**config.mk**
```make
export PLATFORM = sky130hd
export DESIGN_NAME = wake_edge_monitor
export DESIGN_NICKNAME = d
export VERILOG_FILES = /design/src/rtl/wake_pkg.sv /design/src/rtl/wake_sync.sv /design/src/rtl/wake_edge_bank.sv /design/src/rtl/wake_sticky.sv /design/src/rtl/wake_edge_monitor.sv
export SDC_FILE = /design/constraint.sdc
export NUM_CORES = 1
export LEC_CHECK = 0
export ABC_AREA = 0
export BUFFER_PORTS_ARGS = -buffer_cell sky130_fd_sc_hd__buf_2
export CORE_AREA = 5 5 133 135
export DETAILED_ROUTE_END_ITERATION = 16
export DIE_AREA = 0 0 138 140
export PLACE_DENSITY = 0.78
export SYNTH_ARGS = -nofsm -noshare
export SYNTH_HDL_FRONTEND = slang
export SYNTH_HIERARCHICAL = 1
export SYNTH_SLANG_ARGS = --single-unit
```
**constraint.sdc**
```tcl
create_clock -name clk -period 4.6 [get_ports clk]
set_input_delay 0.46 -clock clk [delete_from_list [all_inputs] [get_ports clk]]
set_output_delay 0.46 -clock clk [all_outputs]
set_load 0.02 [all_outputs]
```
**src/rtl/wake_pkg.sv**
```systemverilog
package wake_pkg;
  localparam int REG_W  = 32;
  localparam int ADDR_W = 12;

  localparam logic [ADDR_W-1:0] OFS_EDGE     = 12'h704;
  localparam logic [ADDR_W-1:0] OFS_USB_EDGE = 12'h708;
  localparam logic [ADDR_W-1:0] OFS_ENABLE   = 12'h710;
  localparam logic [ADDR_W-1:0] OFS_DETECT   = 12'h718;
  localparam logic [ADDR_W-1:0] OFS_USB_DET  = 12'h71C;
  localparam logic [ADDR_W-1:0] OFS_MASKED   = 12'h720;

  // fall=0: low-to-high counts; fall=1: high-to-low counts
  function automatic logic edge_seen(logic prev, logic cur, logic fall);
    return fall ? (prev & ~cur) : (~prev & cur);
  endfunction

  // set has priority over clear
  function automatic logic sticky_next(logic q, logic set, logic clr);
    return set | (q & ~clr);
  endfunction
endpackage

```
**src/rtl/wake_sync.sv**
```systemverilog
module wake_sync #(
  parameter int W      = 32,
  parameter int STAGES = 2
) (
  input  logic         clk,
  input  logic         rst_n,
  input  logic [W-1:0] d_i,
  output logic [W-1:0] q_o
);
  logic [STAGES-1:0][W-1:0] chain_q;

  for (genvar s = 0; s < STAGES; s++) begin : g_stage
    always_ff @(posedge clk or negedge rst_n) begin
      if (!rst_n)      chain_q[s] <= '0;
      else if (s == 0) chain_q[s] <= d_i;
      else             chain_q[s] <= chain_q[(s == 0) ? 0 : s-1];
    end
  end

  assign q_o = chain_q[STAGES-1];
endmodule

```
**src/rtl/wake_edge_bank.sv**
```systemverilog
module wake_edge_bank #(
  parameter int W = 32
) (
  input  logic         clk,
  input  logic         rst_n,
  input  logic [W-1:0] level_i,
  input  logic [W-1:0] fall_i,
  output logic [W-1:0] hit_o
);
  logic [W-1:0] prev_q;

  always_ff @(posedge clk or negedge rst_n) begin
    if (!rst_n) prev_q <= '0;
    else        prev_q <= level_i;
  end

  for (genvar i = 0; i < W; i++) begin : g_bit
    assign hit_o[i] = wake_pkg::edge_seen(prev_q[i], level_i[i], fall_i[i]);
  end
endmodule

```
**src/rtl/wake_sticky.sv**
```systemverilog
module wake_sticky #(
  parameter int W = 32
) (
  input  logic         clk,
  input  logic         rst_n,
  input  logic [W-1:0] set_i,
  input  logic [W-1:0] clr_i,
  output logic [W-1:0] q_o
);
  for (genvar i = 0; i < W; i++) begin : g_bit
    always_ff @(posedge clk or negedge rst_n) begin
      if (!rst_n) q_o[i] <= 1'b0;
      else        q_o[i] <= wake_pkg::sticky_next(q_o[i], set_i[i], clr_i[i]);
    end
  end
endmodule

```
**src/rtl/wake_edge_monitor.sv**
```systemverilog
module wake_edge_monitor #(
  parameter int NUM_PORTS     = 4,
  parameter int PINS_PER_PORT = 8,
  parameter int SYNC_STAGES   = 2
) (
  input  logic                        clk,
  input  logic                        rst_n,
  input  logic [NUM_PORTS*PINS_PER_PORT-1:0] pin_i,
  input  logic                        usb_i,
  input  logic                        reg_wr_i,
  input  logic [wake_pkg::ADDR_W-1:0] reg_addr_i,
  input  logic [wake_pkg::REG_W-1:0]  reg_wdata_i,
  output logic [wake_pkg::REG_W-1:0]  reg_rdata_o,
  output logic                        wake_o
);
  import wake_pkg::*;

  localparam int NUM_PINS = NUM_PORTS * PINS_PER_PORT;

  // configuration
  logic [NUM_PINS-1:0] fall_sel_q;
  logic [NUM_PINS-1:0] en_q;
  logic                usb_fall_q;

  // named internal events
  logic [NUM_PINS-1:0] pin_sync;
  logic [NUM_PINS-1:0] pin_hit;
  logic [NUM_PINS-1:0] set_evt;
  logic [NUM_PINS-1:0] clr_mask;
  logic [NUM_PINS-1:0] det_q;
  logic [NUM_PINS-1:0] masked;
  logic                usb_sync;
  logic                usb_hit;
  logic                usb_set;
  logic                usb_clr;
  logic                usb_det_q;

  logic wr_edge, wr_usb_edge, wr_enable, wr_detect, wr_usb_det;

  assign wr_edge     = reg_wr_i && (reg_addr_i == OFS_EDGE);
  assign wr_usb_edge = reg_wr_i && (reg_addr_i == OFS_USB_EDGE);
  assign wr_enable   = reg_wr_i && (reg_addr_i == OFS_ENABLE);
  assign wr_detect   = reg_wr_i && (reg_addr_i == OFS_DETECT);
  assign wr_usb_det  = reg_wr_i && (reg_addr_i == OFS_USB_DET);

  always_ff @(posedge clk or negedge rst_n) begin
    if (!rst_n) begin
      fall_sel_q <= '0;
      en_q       <= '0;
      usb_fall_q <= 1'b0;
    end else begin
      if (wr_edge)     fall_sel_q <= reg_wdata_i[NUM_PINS-1:0];
      if (wr_enable)   en_q       <= reg_wdata_i[NUM_PINS-1:0];
      if (wr_usb_edge) usb_fall_q <= reg_wdata_i[0];
    end
  end

  // pin path
  wake_sync #(.W(NUM_PINS), .STAGES(SYNC_STAGES)) u_pin_sync (
    .clk(clk), .rst_n(rst_n), .d_i(pin_i), .q_o(pin_sync)
  );

  wake_edge_bank #(.W(NUM_PINS)) u_pin_edge (
    .clk(clk), .rst_n(rst_n), .level_i(pin_sync), .fall_i(fall_sel_q), .hit_o(pin_hit)
  );

  assign set_evt  = pin_hit & en_q;
  assign clr_mask = wr_detect ? reg_wdata_i[NUM_PINS-1:0] : '0;

  wake_sticky #(.W(NUM_PINS)) u_pin_det (
    .clk(clk), .rst_n(rst_n), .set_i(set_evt), .clr_i(clr_mask), .q_o(det_q)
  );

  // USB path
  wake_sync #(.W(1), .STAGES(SYNC_STAGES)) u_usb_sync (
    .clk(clk), .rst_n(rst_n), .d_i(usb_i), .q_o(usb_sync)
  );

  wake_edge_bank #(.W(1)) u_usb_edge (
    .clk(clk), .rst_n(rst_n), .level_i(usb_sync), .fall_i(usb_fall_q), .hit_o(usb_hit)
  );

  assign usb_set = usb_hit;
  assign usb_clr = wr_usb_det & reg_wdata_i[0];

  wake_sticky #(.W(1)) u_usb_det (
    .clk(clk), .rst_n(rst_n), .set_i(usb_set), .clr_i(usb_clr), .q_o(usb_det_q)
  );

  // views and wake
  assign masked = det_q & en_q;
  assign wake_o = (|masked) | usb_det_q;

  always_comb begin
    reg_rdata_o = '0;
    case (reg_addr_i)
      OFS_EDGE:     reg_rdata_o[NUM_PINS-1:0] = fall_sel_q;
      OFS_ENABLE:   reg_rdata_o[NUM_PINS-1:0] = en_q;
      OFS_DETECT:   reg_rdata_o[NUM_PINS-1:0] = det_q;
      OFS_MASKED:   reg_rdata_o[NUM_PINS-1:0] = masked;
      OFS_USB_EDGE: reg_rdata_o[0] = usb_fall_q;
      OFS_USB_DET:  reg_rdata_o[0] = usb_det_q;
      default:      reg_rdata_o = '0;
    endcase
  end
endmodule

```
=== After elaboration in Yosys (flattened, before gate mapping) ===
Index checks and enable logic that the tools add are counted.

* Register bits: 197
* Latch bits: 0
* RAM bits: 0
* Memory bits (read-only): 0
* Output and inout bits: 33
* Word-level logic and storage cells: 325
* Memories kept: 0

* Add/subtract/negate cells: 0
* $mul: 0
* Div/mod/pow operators: 0
* $lt $le $gt $ge: 0
* Eq/ne operators: 6
* Shift-type cells: 0
* Multiplexer cells: 36
* Bitwise logic cells: 235
* Reduce and logical (&&, ||, !) cells: 6

{| class="wikitable"
|+ Operators with widths
! cell !! count
|-
| one-hot mux 31 bit (4 select lines) || 1
|-
| bitwise AND 1 bit || 100
|-
| NOT 1 bit || 99
|-
| equality test 12 x 11 -> 1 bit, second input constant || 6
|-
| bitwise AND 32 bit || 2
|-
| OR 1 bit || 34
|-
| two-way mux 1 bit || 33
|-
| two-way mux 32 bit || 1
|-
| OR reduction 32 bit || 1
|-
| one-hot mux 1 bit (6 select lines) || 1
|-
| logical AND 1 bit || 5
|}

=== Depth between registers and ports, before layout ===
* Depth in word-level cells: 6
* Gate-level depth with buffers: 7
* Mapped depth without buffers: 6

=== Hierarchy ===
Netlist, hierarchy kept.

{| class="wikitable"
|+ By module, submodules not included
! module !! times used !! cells each !! area an instance (um^2)
|-
| wake_edge_monitor || 1 || 389 || 4191.5
|-
| wake_sync at u_pin_sync || 1 || 96 || 1841.8
|-
| wake_edge_bank at u_pin_edge || 1 || 128 || 1517.7
|-
| wake_sticky at u_pin_det || 1 || 96 || 1161.1
|-
| wake_sync at u_usb_sync || 1 || 2 || 50.0
|-
| wake_edge_bank at u_usb_edge || 1 || 4 || 47.5
|-
| wake_sticky at u_usb_det || 1 || 3 || 36.3
|}

=== Worst setup path after synthesis ===
Ideal clock, no wire load.

* Kind: in2out
* Start: in reg_addr_i[2] (netlist name)
* End: out reg_rdata_o[13] (netlist name)
* Data arrival time: 2.026 ns
* Path slack: 2.114 ns
* Stages: 6
* Path through: or3_1 -> nor4_2 -> nand2_1 -> buf_2 -> buf_6 -> o21ai_0

* Word-level cells in the longest chain between the ends: 2

{| class="wikitable"
|+ RTL lines
! item !! RTL line !! text
|-
| start, declared || wake_edge_monitor.sv:11 || <nowiki>input logic [wake_pkg::ADDR_W-1:0] reg_addr_i,</nowiki>
|-
| equality test 12 x 11 -> 1 bit || wake_edge_monitor.sv:96 || <nowiki>case (reg_addr_i)</nowiki>
|-
| one-hot mux 31 bit (4 select lines) * || wake_edge_monitor.sv:96 ||
|-
| end, declared || wake_edge_monitor.sv:13 || <nowiki>output logic [wake_pkg::REG_W-1:0] reg_rdata_o,</nowiki>
|}

Every way passes the cells marked *; elsewhere a longest branch is shown, timed or not.

=== Worst setup path after layout ===
* Start: in reg_addr_i[2] (netlist name)
* End: out reg_rdata_o[16] (netlist name)

Same word-level chain as after synthesis.

==> flow_summary.ini <==
[run_status]
status = finished, final reports clean

[yosys]
ys_ff_latch = 197
synthTopCellsByArea = dfrtp_1, mux2_4, and2_1, o22ai_2, mux2_1
syn-mean-instance-area_um2 = 12.3
syn-cell-area_um2 = 8850
ys_seq_area_frac = 0.557
synth_cell_type_count = 47
yosys_warnings = 6
synth_top_area_frac = 0.557
synth_fp_nets = 798
yosysTopAreaCell = dfrtp_1
synth_cells = 718

[clock_network]
cts_hold_buf = 0
post_cts_buffers = 0
cts.path.max_buffers = 2
clk_pin_slew_ps = 70
cts_buffers = 17
cts_root_buffer = clkbuf_16
post_cts_resized = 0
cts_tree = yes
htreeDepth = 4
cts.sinks = 197
worstSkewPairLatency_ps = 430

[drt]
drt_first_iter_violations = 219
vias = 5601
post_drt_wl_per_cell_um = 17.1
ant_nets = 0
viasPerCell = 5.41
drc = 0
drt_pass1_iterations = 5
wirelength_mm = 17.8

[global_route]
grt_max_degree = 109
overflow = 0
grt_pass1_vias = 5835
grt_use_total = 0.190
met1_usage = 0.249
grt_use_met3 = 0.0416
use_met2 = 0.317
busiest_layer = met2
antenna_found_initial = 1
grt_pass1_wl_mm = 29.6

[timing]
clock.fmax_ghz = 0.329
final_max_slew_viol_count = 0
worstMarginPinSlew_ps = 705
skew_ps = 8.91
slew_headroom = 0.530
setup_violations = 0
finalSetupTns_ps = 0
finalCritPeriodShare = 0.661
rsz0062_at_grt = false
layout_min_cycle_time_ps = 3040
hold_viol = 0

[power_and_ir_drop]
pwr_density_cell_nw_per_um2 = 342
finalPower_uw = 3400
peakVddDrop_v = 0.000256
leakage_uw = 0.00498

[floorplanning]
ios = 113
die_area_um2 = 19300
die_x_um = 138
num_rows = 47
initial_core_util = 0.541
core_area_um2 = 16300
die_h_um = 140

[setup_path]
start_kind = input pin
end_kind = primary output
cp_max_fo = 16
worstSetupPathType = input pin to primary output
crit_arrival_ps = 2580
required_ps = 4140

[placed_design]
place_congestion = 0.793
port_buffers = 112
dp_hpwl_mm = 12.2

[cells_and_area]
final_cell_mix = dfrtp_1, buf_2, nand2_1
final_common_cell = dfrtp_1
insertedDiodeCount = 0
syn_to_final_growth_pct = 12.5
final_nets = 883
drive_gt1_frac = 0.273

[min_path]
hold_path_class = input pin to async pin

[job]
drv_cap = 0
registers in the layout, indices dropped and copies added (netlist names):
signal	flops
u_pin_sync/q_o	32
u_usb_det/q_o	1
usb_fall_q	1
u_pin_edge/prev_q	32
u_usb_sync/chain_q	1
fall_sel_q	32
u_usb_edge/prev_q	1
u_pin_det/q_o	32
en_q	32
u_pin_sync/chain_q	32
u_usb_sync/q_o	1
through the flow:
stage	hold WS (ps)	std cells	util	setup slack, ps	cell area, um2
after CTS	89.8	1036	0.609	1560	9950
final	58.2	1036	0.609	1560	9950
after global placement	332	1004	0.574	1640	9380
after global routing	112	1036	0.609	1420	9950
after floorplan	164	718	-	2110	8850
after detailed placement	336	1004	0.574	1570	9380
Yosys cell counts, drive strengths merged:
library cell  count
a22oi             1
a21oi             1
and3              2
clkbuf            8
nand4             8
nand3             5
and2b             1
and2             64
or3b              1
a21o             35
or2               1
a2bb2oi          14
o21ai            19
a31oi             1
or3               3
buf              47
inv              33
nor2              5
nor4b             3
mux2i            30
nand2b           33
o22ai            31
o221ai           15
nand2            81
or4b              1
and4b             1
nor2b             1
a32oi             2
nor3b             1
dfrtp           197
a221oi            1
nand3b            2
nor4              3
mux2             65
nand4b            1
nor3              1
worst paths after layout:
kind	from	end	slack, ps	cells past startpoint
worst max-delay path	reg_addr_i[2]	reg_rdata_o[16]	1560	7
worst min-delay path	rst_n	u_pin_edge/prev_q[7]	60	1
worst max register to register	fall_sel_q[6]	u_pin_det/q_o[6]	3560	4
worst min register to register	u_pin_sync/chain_q[8]	u_pin_sync/q_o[8]	350	0
max in group asynchronous	rst_n	u_pin_sync/chain_q[15]	3530	2
min in group clk	pin_i[29]	u_pin_sync/chain_q[29]	130	1
layer usage:
| layer | vias up | wire length [um] | part of all wire |
|---|---|---|---|
| li1 | 2639 | - | - |
| met1 | 2833 | 7910 | 0.45 |
| met2 | 107 | 8870 | 0.50 |
| met3 | 20 | 717 | 0.040 |
| met4 | 2 | 248 | 0.014 |
| met5 | - | 11 | 0.00062 |
report_power, final:
group          internal, uW  switching, uW
logic                  69.8           81.6
clock network           775            652
registers              1790           34.1
total                  2630            768
cell families (layout without fill, tap and decap cells):
family | count (synthesis) | count (layout) | synth area share
DFF | 197 | 197 | 0.557
buffers and inverters | 88 | 186 | 0.0591
and+or+nand+nor | 218 | 218 | 0.136
AOI/OAI and AO/OA | 120 | 120 | 0.119
muxes | 95 | 95 | 0.129
area by class of cell:
class                      count  area, um2
fill                        1358       6400
sequential                   197       4930
multi-input combinational    433       3410
timing repair buffer         121        649
clock buffer                  21        450
tap                          220        275
inverter                      33        124
clock inverter                11        116
critical path: stages:
cell      delay [ps]
buf_2            130
or3_1            400
nor4_2           360
nand2_1          450
buf_4            370
o221ai_1         200
buf_2            200
No activity file was read; power rests on OpenSTA's default activity.
